### src/rtl/phase_cmp_pkg.sv
package phase_cmp_pkg;

    typedef enum logic [1:0] {
        PH_IDLE = 2'b00,
        PH_LAG  = 2'b01,
        PH_LEAD = 2'b10,
        PH_BOTH = 2'b11
    } ph_state_t;

    typedef struct packed {
        logic src;
        logic snk;
    } cp_cmd_t;

    typedef struct packed {
        logic r_lvl;
        logic p_pull;
    } aux_out_t;

    function automatic cp_cmd_t cp_decode(input ph_state_t s, input logic fc);
        cp_cmd_t c;
        case (s)
            PH_LEAD: c = fc ? '{src: 1'b1, snk: 1'b0} : '{src: 1'b0, snk: 1'b1};
            PH_LAG:  c = fc ? '{src: 1'b0, snk: 1'b1} : '{src: 1'b1, snk: 1'b0};
            PH_BOTH: c = '{src: 1'b1, snk: 1'b1};
            default: c = '{src: 1'b0, snk: 1'b0};
        endcase
        return c;
    endfunction

    function automatic aux_out_t aux_decode(input ph_state_t s, input logic fc);
        aux_out_t a;
        logic active_side;
        logic passive_side;
        active_side  = fc ? (s == PH_LEAD) : (s == PH_LAG);
        passive_side = fc ? (s == PH_LAG) : (s == PH_LEAD);
        a.r_lvl  = passive_side;
        a.p_pull = active_side;
        return a;
    endfunction

endpackage

### src/rtl/ph_edge_pfd.sv
module ph_edge_pfd
    import phase_cmp_pkg::*;
(
    input  logic       clk,
    input  logic       rst,
    input  logic [1:0] clk_lvl,
    input  logic       pwr_save,
    output ph_state_t  st
);
    localparam int NCH = 2;

    logic [NCH-1:0] prev_lvl;
    logic [NCH-1:0] rise;

    genvar gi;
    generate
        for (gi = 0; gi < NCH; gi++) begin : g_edge
            always_ff @(posedge clk) begin
                if (rst) prev_lvl[gi] <= 1'b0;
                else     prev_lvl[gi] <= clk_lvl[gi];
            end
            assign rise[gi] = clk_lvl[gi] & ~prev_lvl[gi];
        end
    endgenerate

    ph_state_t st_nxt;

    always_comb begin
        if (st == PH_BOTH) st_nxt = ph_state_t'(rise);
        else               st_nxt = ph_state_t'(st | rise);
    end

    always_ff @(posedge clk) begin
        if (rst || pwr_save) st <= PH_IDLE;
        else                 st <= st_nxt;
    end

    assert_lead_holds_R6: assert property (@(posedge clk) disable iff (rst)
        (st == PH_LEAD) |=> (st != PH_LAG));

    assert_lag_holds_R6: assert property (@(posedge clk) disable iff (rst)
        (st == PH_LAG) |=> (st != PH_LEAD));

    assert_both_single_R5: assert property (@(posedge clk) disable iff (rst)
        ((st == PH_BOTH) && (rise != 2'b11)) |=> (st != PH_BOTH));

    assert_save_idle_R11: assert property (@(posedge clk) disable iff (rst)
        pwr_save |=> (st == PH_IDLE));

endmodule

### src/rtl/ph_lock_win.sv
module ph_lock_win
    import phase_cmp_pkg::*;
#(
    parameter int UNLOCK_CYC  = 8,
    parameter int LOCK_CYC    = 16,
    parameter int LOCK_CONSEC = 3
) (
    input  logic      clk,
    input  logic      rst,
    input  ph_state_t st,
    input  logic      pwr_save,
    output logic      locked
);
    localparam int ERR_W  = $clog2(LOCK_CYC + 2);
    localparam int GOOD_W = $clog2(LOCK_CONSEC + 1);
    localparam logic [ERR_W-1:0]  ERR_MAX   = ERR_W'(LOCK_CYC + 1);
    localparam logic [ERR_W-1:0]  UNLK_LIM  = ERR_W'(UNLOCK_CYC);
    localparam logic [ERR_W-1:0]  LOCK_LIM  = ERR_W'(LOCK_CYC);
    localparam logic [GOOD_W-1:0] GOOD_LAST = GOOD_W'(LOCK_CONSEC - 1);

    logic [ERR_W-1:0]  err_cnt;
    logic [ERR_W-1:0]  err_inc;
    logic [GOOD_W-1:0] good_cnt;

    assign err_inc = (err_cnt == ERR_MAX) ? err_cnt : err_cnt + 1'b1;

    always_ff @(posedge clk) begin
        if (rst) begin
            err_cnt  <= '0;
            good_cnt <= '0;
            locked   <= 1'b0;
        end else if (pwr_save) begin
            err_cnt  <= '0;
            good_cnt <= '0;
        end else begin
            case (st)
                PH_LEAD, PH_LAG: begin
                    err_cnt <= err_inc;
                    if (locked && (err_inc >= UNLK_LIM)) begin
                        locked   <= 1'b0;
                        good_cnt <= '0;
                    end
                end
                PH_BOTH: begin
                    err_cnt <= '0;
                    if (locked) begin
                        good_cnt <= '0;
                    end else if (err_cnt <= LOCK_LIM) begin
                        if (good_cnt == GOOD_LAST) begin
                            locked   <= 1'b1;
                            good_cnt <= '0;
                        end else begin
                            good_cnt <= good_cnt + 1'b1;
                        end
                    end else begin
                        good_cnt <= '0;
                    end
                end
                default: ;
            endcase
        end
    end

    assert_rise_after_cmp_R8: assert property (@(posedge clk) disable iff (rst)
        $rose(locked) |-> ($past(st) == PH_BOTH));

    assert_fall_in_error_R7: assert property (@(posedge clk) disable iff (rst)
        $fell(locked) |-> (($past(st) == PH_LEAD) || ($past(st) == PH_LAG)));

    assert_good_bounded_R9: assert property (@(posedge clk) disable iff (rst)
        (good_cnt <= GOOD_LAST));

endmodule

### src/rtl/ph_out_map.sv
module ph_out_map
    import phase_cmp_pkg::*;
(
    input  ph_state_t  st,
    input  logic       fc,
    input  logic       cp_float,
    input  logic       lds,
    input  logic       pwr_save,
    input  logic       locked,
    input  logic       fr,
    input  logic       fp,
    output logic [1:0] do_cmd,
    output logic       phi_r,
    output logic       phi_p_pull,
    output logic       lock_det,
    output logic       mon
);
    cp_cmd_t  cmd;
    aux_out_t aux;

    always_comb begin
        cmd = cp_decode(st, fc);
        aux = aux_decode(st, fc);
        if (cp_float) cmd = '{src: 1'b0, snk: 1'b0};
    end

    assign do_cmd     = {cmd.src, cmd.snk};
    assign phi_r      = aux.r_lvl;
    assign phi_p_pull = aux.p_pull;
    assign lock_det   = locked | pwr_save;
    assign mon        = lds ? (fc ? fr : fp) : lock_det;

endmodule

### src/rtl/phase_cmp_ld.sv
module phase_cmp_ld
    import phase_cmp_pkg::*;
#(
    parameter int UNLOCK_CYC  = 8,
    parameter int LOCK_CYC    = 16,
    parameter int LOCK_CONSEC = 3
) (
    input  logic       clk,
    input  logic       rst,
    input  logic       fr,
    input  logic       fp,
    input  logic       fc,
    input  logic       lds,
    input  logic       pwr_save,
    input  logic       cp_float,
    output logic [1:0] do_cmd,
    output logic       phi_r,
    output logic       phi_p_pull,
    output logic       lock_det,
    output logic       mon
);
    ph_state_t st;
    logic      locked;

    ph_edge_pfd u_pfd (
        .clk      (clk),
        .rst      (rst),
        .clk_lvl  ({fr, fp}),
        .pwr_save (pwr_save),
        .st       (st)
    );

    ph_lock_win #(
        .UNLOCK_CYC  (UNLOCK_CYC),
        .LOCK_CYC    (LOCK_CYC),
        .LOCK_CONSEC (LOCK_CONSEC)
    ) u_lock (
        .clk      (clk),
        .rst      (rst),
        .st       (st),
        .pwr_save (pwr_save),
        .locked   (locked)
    );

    ph_out_map u_map (
        .st         (st),
        .fc         (fc),
        .cp_float   (cp_float),
        .lds        (lds),
        .pwr_save   (pwr_save),
        .locked     (locked),
        .fr         (fr),
        .fp         (fp),
        .do_cmd     (do_cmd),
        .phi_r      (phi_r),
        .phi_p_pull (phi_p_pull),
        .lock_det   (lock_det),
        .mon        (mon)
    );

    assert_float_idle_R12: assert property (@(posedge clk) disable iff (rst)
        cp_float |-> (do_cmd == 2'b00));

    assert_save_flag_R11: assert property (@(posedge clk) disable iff (rst)
        pwr_save |-> lock_det);

endmodule

### config.mk
export PLATFORM = sky130hd
export DESIGN_NAME = phase_cmp_ld
export DESIGN_NICKNAME = d
export VERILOG_FILES = /design/src/rtl/phase_cmp_pkg.sv /design/src/rtl/ph_edge_pfd.sv /design/src/rtl/ph_lock_win.sv /design/src/rtl/ph_out_map.sv /design/src/rtl/phase_cmp_ld.sv
export SDC_FILE = /design/constraint.sdc
export NUM_CORES = 1
export LEC_CHECK = 0
export BUFFER_PORTS_ARGS = -buffer_cell sky130_fd_sc_hd__buf_2
export CORE_UTILIZATION = 53
export DETAILED_ROUTE_END_ITERATION = 6
export PLACE_DENSITY = 0.83
export SYNTH_ARGS = -nofsm -noshare
export SYNTH_HDL_FRONTEND = slang
export SYNTH_HIERARCHICAL = 1
export SYNTH_SLANG_ARGS = --single-unit
### constraint.sdc
create_clock -name clk -period 3.3 [get_ports clk]
set_input_delay 0.66 -clock clk [delete_from_list [all_inputs] [get_ports clk]]
set_output_delay 0.66 -clock clk [all_outputs]
set_load 0.02 [all_outputs]
==> results of run 1 <==
report_power, final:
part / internal, mW / switching [mW]
Clock: 0.0670 / 0.0476
Sequential: 0.148 / 0.00326
Combinational: 0.0186 / 0.0254
Total: 0.233 / 0.0763
per-stage QoR:
| stage | instance area [sq um] | power, mW | instances | hold slack [ns] | setup slack (ns) |
|---|---|---|---|---|---|
| 4_1_cts | 877 | 0.314 | 119 | 0.513 | 1.34 |
| 6_report | 877 | 0.310 | 119 | 0.503 | 1.34 |
| 5_1_grt | 877 | 0.327 | 119 | 0.535 | 1.24 |
| 3_5_place_dp | 841 | 0.198 | 115 | 0.503 | 1.34 |
| 2_1_floorplan | 774 | 0.182 | 91 | 0.460 | 1.36 |
| 3_3_place_gp | 841 | 0.196 | 115 | 0.479 | 1.39 |
worst paths after layout:
kind,cells after the start,to,slack (ns),startpoint
worst min register to register,2,u_lock/good_cnt[0],0.50,u_lock/good_cnt[0]
worst max-delay path,4,phi_p_pull,1.34,fc
worst max register to register,6,u_lock/locked,1.40,u_pfd/st[1]
worst min-delay path,2,u_lock/good_cnt[0],0.50,u_lock/good_cnt[0]
cell usage in the layout, fill, tap and decap left out, types with 3 or more instances in the layout:
cell | netlist | routed
nand2b_1 | 7 | 7
dfxtp_1 | 12 | 12
mux2i_1 | 4 | 4
ha_1 | 5 | 5
buf_2 | 1 | 13
or2_2 | 3 | 3
o21ai_0 | 4 | 4
nand2_1 | 6 | 6
nor3_1 | 4 | 4
a21oi_1 | 6 | 6
clkbuf_4 | 0 | 3
inv_1 | 5 | 5
nor2_1 | 8 | 8
kinds of logic (layout without fill, tap and decap cells):
group	after synthesis	after routing	synth area share (%)
buffers and inverters	9	22	4.68
AND/OR/NAND/NOR	38	38	27.0
multiplexers	5	5	6.62
adder cells (fa/ha/maj)	5	5	8.08
AO/OA/AOI/OAI	21	21	21.5
flip-flops	12	12	31.0
XOR/XNOR	1	1	1.13
layer usage:
metal  global-route usage (%)  share of wire [%]  up-vias  routed length, um
met2                     38.3                 49       21                749
li1                         -                  -      352                  -
met3                     5.00                4.2        0                 64
met5                        0                  0        -                  0
met1                     28.7                 47      337                714
met4                     7.50                  0        0                  0
state kept, by name (all words and copies together) (netlist names):
signal,count
u_pfd/st,2
u_lock/good_cnt,2
u_lock/err_cnt,5
u_pfd/prev_lvl,2
u_lock/locked,1
worst max-delay path, cell delays in order:
cell and delay [ns]:
buf_2 0.14, nand2b_1 0.16, o21ai_0 0.15, buf_2 0.19
area by class of cell:
type / instances / area (sq um) / share of cell area (%)
well taps: 15 / 18.8 / 2.14
flip-flops and latches: 12 / 240 / 27.4
multi-input cells: 70 / 498 / 56.8
inverters: 5 / 18.8 / 2.14
repair buffers: 13 / 65.1 / 7.42
clock buffers: 4 / 36.3 / 4.14
==> impl_results.md, run 1 <==
* Main synth FF type: dfxtp_1
* Vias in the first global route at 574
* Leakage at 0.347 nW
* Ys async rst share at 0%
* Pwr dens at 353 nW/um^2
* Post-synth EDFFs at 0
* CP arrival at 1.30 ns
* Die footprint at 1620 sq um
* PortBufs at 13
* Count leader, synth: dfxtp_1
* Overall Global Routing Usage at 22.8%
* First-pass GRT wire length at 2450 um
* H-tree Lvls at 1
* Die Height at 40.2 um
* Synth top area share at 31.0%
* Worst skew pair latency at 0.27 ns
* Largest cells by area after synthesis: dfxtp_1, ha_1, nand2b_1
* Final setup viols at 0
* Cell variety after synth at 33
* Iteration-0 DRC Markers at 22
* Largest net degree at the start of global routing at 11
* Share of cells above drive strength 1 at 25.0%
* Hold Crit Class: flip-flop to flip-flop
* Vias at 710
* # IOs at 14
* Antenna viol nets, final at 0
* Pre-antenna DRT Iters at 4
* Clock root cell: clkbuf_4
* Fillers at 113
* Vias per inst at 5.97
* Drc violations at 0
* Worst slew pin tran at 0.435 ns
* Synth Instances at 91
* Post-Syn Area at 774 sq um
* Sequential-to-total area share from yosys stat at 31.0%
* Status: complete, no violations
* #FFs+latches synth at 12
* Period utilization at 59.3%
* RSZ-0062 raised after global routing: no
* Buffers inserted by post-CTS timing repair at 0
* Rel. slew slack at 70.8%
* Max Slew Vio Count at 0
* Max Cap Violations at 0
* CTS tree: done
* Total CTS buffers at 3
* Post-Route WL at 1530 um
* Initial antenna violation count at 0
* Number of synthesis warnings at 6
* Worst VDD drop at 0.228 mV
* Final Wtd Congestion at 0.769
* Max Freq at 0.511 GHz
* Fin crit period at 1.96 ns
* Row cnt at 13
* Hpwl dp at 1090 um
* Critical Path Source Type: input pin
* Initial Utilization at 58.1%
* Clock sinks at 12
* Grt total ovfl at 0
* Post-CTS Hold Fix Bufs at 0
* Clock transition at the registers of the reported paths at 0.07 ns
* Syn Nets at 104
* Antenna cells at 0
* Core area at 1330 sq um
* Top post-synthesis cells by count: dfxtp_1, nor2_1, nand2b_1, a21oi_1, nand2_1
* Average routed wire per standard cell at 12.8 um
* Fin. Hold Viols at 0
* Post-CTS Resized at 0
* Finished Core Util at 65.8%
* Final setup TNS at 0 ns
* Top cell type by total area after synthesis: dfxtp_1
* CP endpoint kind: output port
* Worst Path Required at 2.64 ns
* Mapped Avg Cell Area at 8.51 sq um
* Clock Path Buffers at 2
* Layout Nets at 118
* Die X at 40.2 um
* Critical Setup Path Class: input pin to output port
* Crit-path max FO at 7
* Max Clock Skew at 0.00239 ns
* P&R area growth vs syn at 13.2%
No activity file was read; power rests on OpenSTA's default activity.
==> inputs of run 2 (changes only) <==
--- a/config.mk
+++ b/config.mk
@@ -6,9 +6,9 @@
 export NUM_CORES = 1
 export LEC_CHECK = 0
 export BUFFER_PORTS_ARGS = -buffer_cell sky130_fd_sc_hd__buf_2
-export CORE_UTILIZATION = 53
+export CORE_UTILIZATION = 48
 export DETAILED_ROUTE_END_ITERATION = 6
-export PLACE_DENSITY = 0.83
+export PLACE_DENSITY = 0.8
 export SYNTH_ARGS = -nofsm -noshare
 export SYNTH_HDL_FRONTEND = slang
 export SYNTH_HIERARCHICAL = 1
==> constraint.sdc (replaced) <==
create_clock -name clk -period 1.7 [get_ports clk]
set_input_delay 0.34 -clock clk [delete_from_list [all_inputs] [get_ports clk]]
set_output_delay 0.34 -clock clk [all_outputs]
set_load 0.02 [all_outputs]
==> impl_results.md, run 2 (synthesis gave the netlist of run 1 again) <==
* Status: complete, no violations
* Final Wtd Congestion at 0.798
* Post-Route WL at 1560 um
* R2R Path End: u_lock/good_cnt[0]
* Final WS setup at 0.0809 ns
* Min-Delay Path Depth at 2
* Total CTS buffers at 3
* Max Freq at 0.618 GHz
* Die Height at 42.2 um
* Share of cells above drive strength 1 at 30.6%
* Max incr delay on CP at 0.39 ns
* Reg2Reg Setup Slack at 0.08 ns
* Commonest non-fill, non-tap cell in the layout: buf_2
* Reg2Reg Depth at 6
* Switching pwr at 0.144 mW
* Pre-antenna DRT Iters at 4
* Antenna viol nets, final at 0
* Overall Global Routing Usage at 18.9%
* P&R area growth vs syn at 17.0%
* Die X at 42.2 um
* # IOs at 14
* Reg2reg start: u_lock/err_cnt[0]
* Die footprint at 1780 sq um
* Worst Path Required at 1.90 ns
* Clock transition at the registers of the reported paths at 0.07 ns
* Rel. slew slack at 71.0%
* H-tree Lvls at 1
* Max Slew Vio Count at 0
* Crit-path max FO at 6
* Layout Nets at 123
* Drc violations at 0
* Setup Slack @ Placement at 0.0632 ns
* Pint at 0.410 mW
* CP endpoint kind: flip-flop
* PortBufs at 13
* Sw Share at 26.0%
* Iteration-0 DRC Markers at 4
* Worst Hold End: u_pfd/st[1]
* Largest net degree at the start of global routing at 10
* Critical Setup Path Class: flip-flop to flip-flop
* Clock sinks at 12
* Sequential share of power at 52.5%
* Hpwl dp at 1210 um
* Final setup TNS at 0 ns
* Worst skew pair latency at 0.27 ns
* Hold Crit Class: input pin to flip-flop
* Critical path's slowest cell: or3b_4
* CP arrival at 1.82 ns
* Commonest cells after routing, fill and taps aside: buf_2, dfxtp_1, nor2_1
* Leakage at 0.367 nW
* Core area at 1510 sq um
* Max reg flops at 5
* Fin. Hold Viols at 0
* Initial Utilization at 51.4%
* Finished Core Util at 60.1%
* CP cell instances: inv_1, ha_1, or3b_4, a2111oi_4, nand2_1, mux2i_1
* RSZ-0062 raised after global routing: no
* Worst VDD drop at 0.450 mV
* Vias per inst at 5.66
* Row cnt at 14
* Clock power frac at 30.6%
* Fin crit period at 1.62 ns
* Period utilization at 95.2%
* Min-delay src: rst
* Max Cap Violations at 0
* Grt total ovfl at 0
* Clock Path Buffers at 2
* Vias in the first global route at 609
* Clock root cell: clkbuf_4
* Top reg by flops: u_lock/err_cnt
* Pwr dens at 611 nW/um^2
* Worst slew pin tran at 0.432 ns
* Post-CTS Hold Fix Bufs at 0
* Max Clock Skew at 0.00362 ns
* Vias at 702
* First-pass GRT wire length at 2600 um
* Average routed wire per standard cell at 12.6 um
* Final setup viols at 0
* Combinational power share at 16.9%
* Antenna cells at 0
* Initial antenna violation count at 0
* CTS tree: done
* Critical Path Source Type: flip-flop
run 2: changes by cell type in the layout (fill, tap and decap cells not counted):
cell      before  now
buf_4          0    5
clkbuf_8       1    0
dfxtp_1       12    9
dfxtp_2        0    3
run 2: worst max path at each step:
stage	from	endpoint	cells after the start
floorplan	u_pfd/st[0]	u_lock/locked	7
global placement	u_lock/err_cnt[1]	u_lock/good_cnt[1]	6
detailed placement	u_lock/err_cnt[0]	u_lock/good_cnt[0]	6
CTS	u_lock/err_cnt[0]	u_lock/good_cnt[0]	6
global route	u_lock/err_cnt[0]	u_lock/good_cnt[1]	6
finish	u_lock/err_cnt[0]	u_lock/good_cnt[0]	6
run 2: cell type report:
type | instances | area (sq um)
fill | 148 | 601
multi-input combinational | 70 | 498
sequential | 12 | 244
timing repair buffer | 18 | 103
clock buffer | 3 | 22.5
tap | 16 | 20.0
inverter | 5 | 18.8
run 2: critical path, delay by kind of cell, from the launching register on:
family / cells / cell delay (ns)
adders and majority gates: 1 / 0.14
AOI/OAI and AO/OA: 1 / 0.36
and+or+nand+nor: 2 / 0.48
buffers and inverters: 1 / 0.07
muxes: 1 / 0.13
DFF: 1 / 0.35
run 2: stage by stage:
step           hold WS (ns)  instances  instance area (sq um)  total power, mW
6_report              0.318        124                    906            0.554
5_1_grt               0.322        124                    906            0.582
4_1_cts               0.307        124                    903            0.561
3_5_place_dp          0.501        121                    881            0.390
3_3_place_gp          0.484        121                    881            0.387
2_1_floorplan         0.397         91                    776            0.354
run 2: what timing repair did:
item	in CTS	in global routing
setup buffers	0	0
endpoints found under the setup margin	0	1
gates resized for setup	0	2
run 2: power groups by stage:
stage	sequential (mW)	combinational (mW)	clock, mW
5_1_grt	0.291	0.104	0.188
4_1_cts	0.290	0.0942	0.176
3_5_place_dp	0.297	0.0937	0
3_3_place_gp	0.296	0.0906	0
2_1_floorplan	0.298	0.0554	0
6_report	0.291	0.0938	0.169
run 2: per-layer routing:
layer	vias to the layer above	GRT usage (%)	part of all wire, %
met2	10	31.7	50
li1	363	-	-
met3	2	1.29	2.2
met5	-	0	0
met4	0	9.38	1.3
met1	327	24.3	46
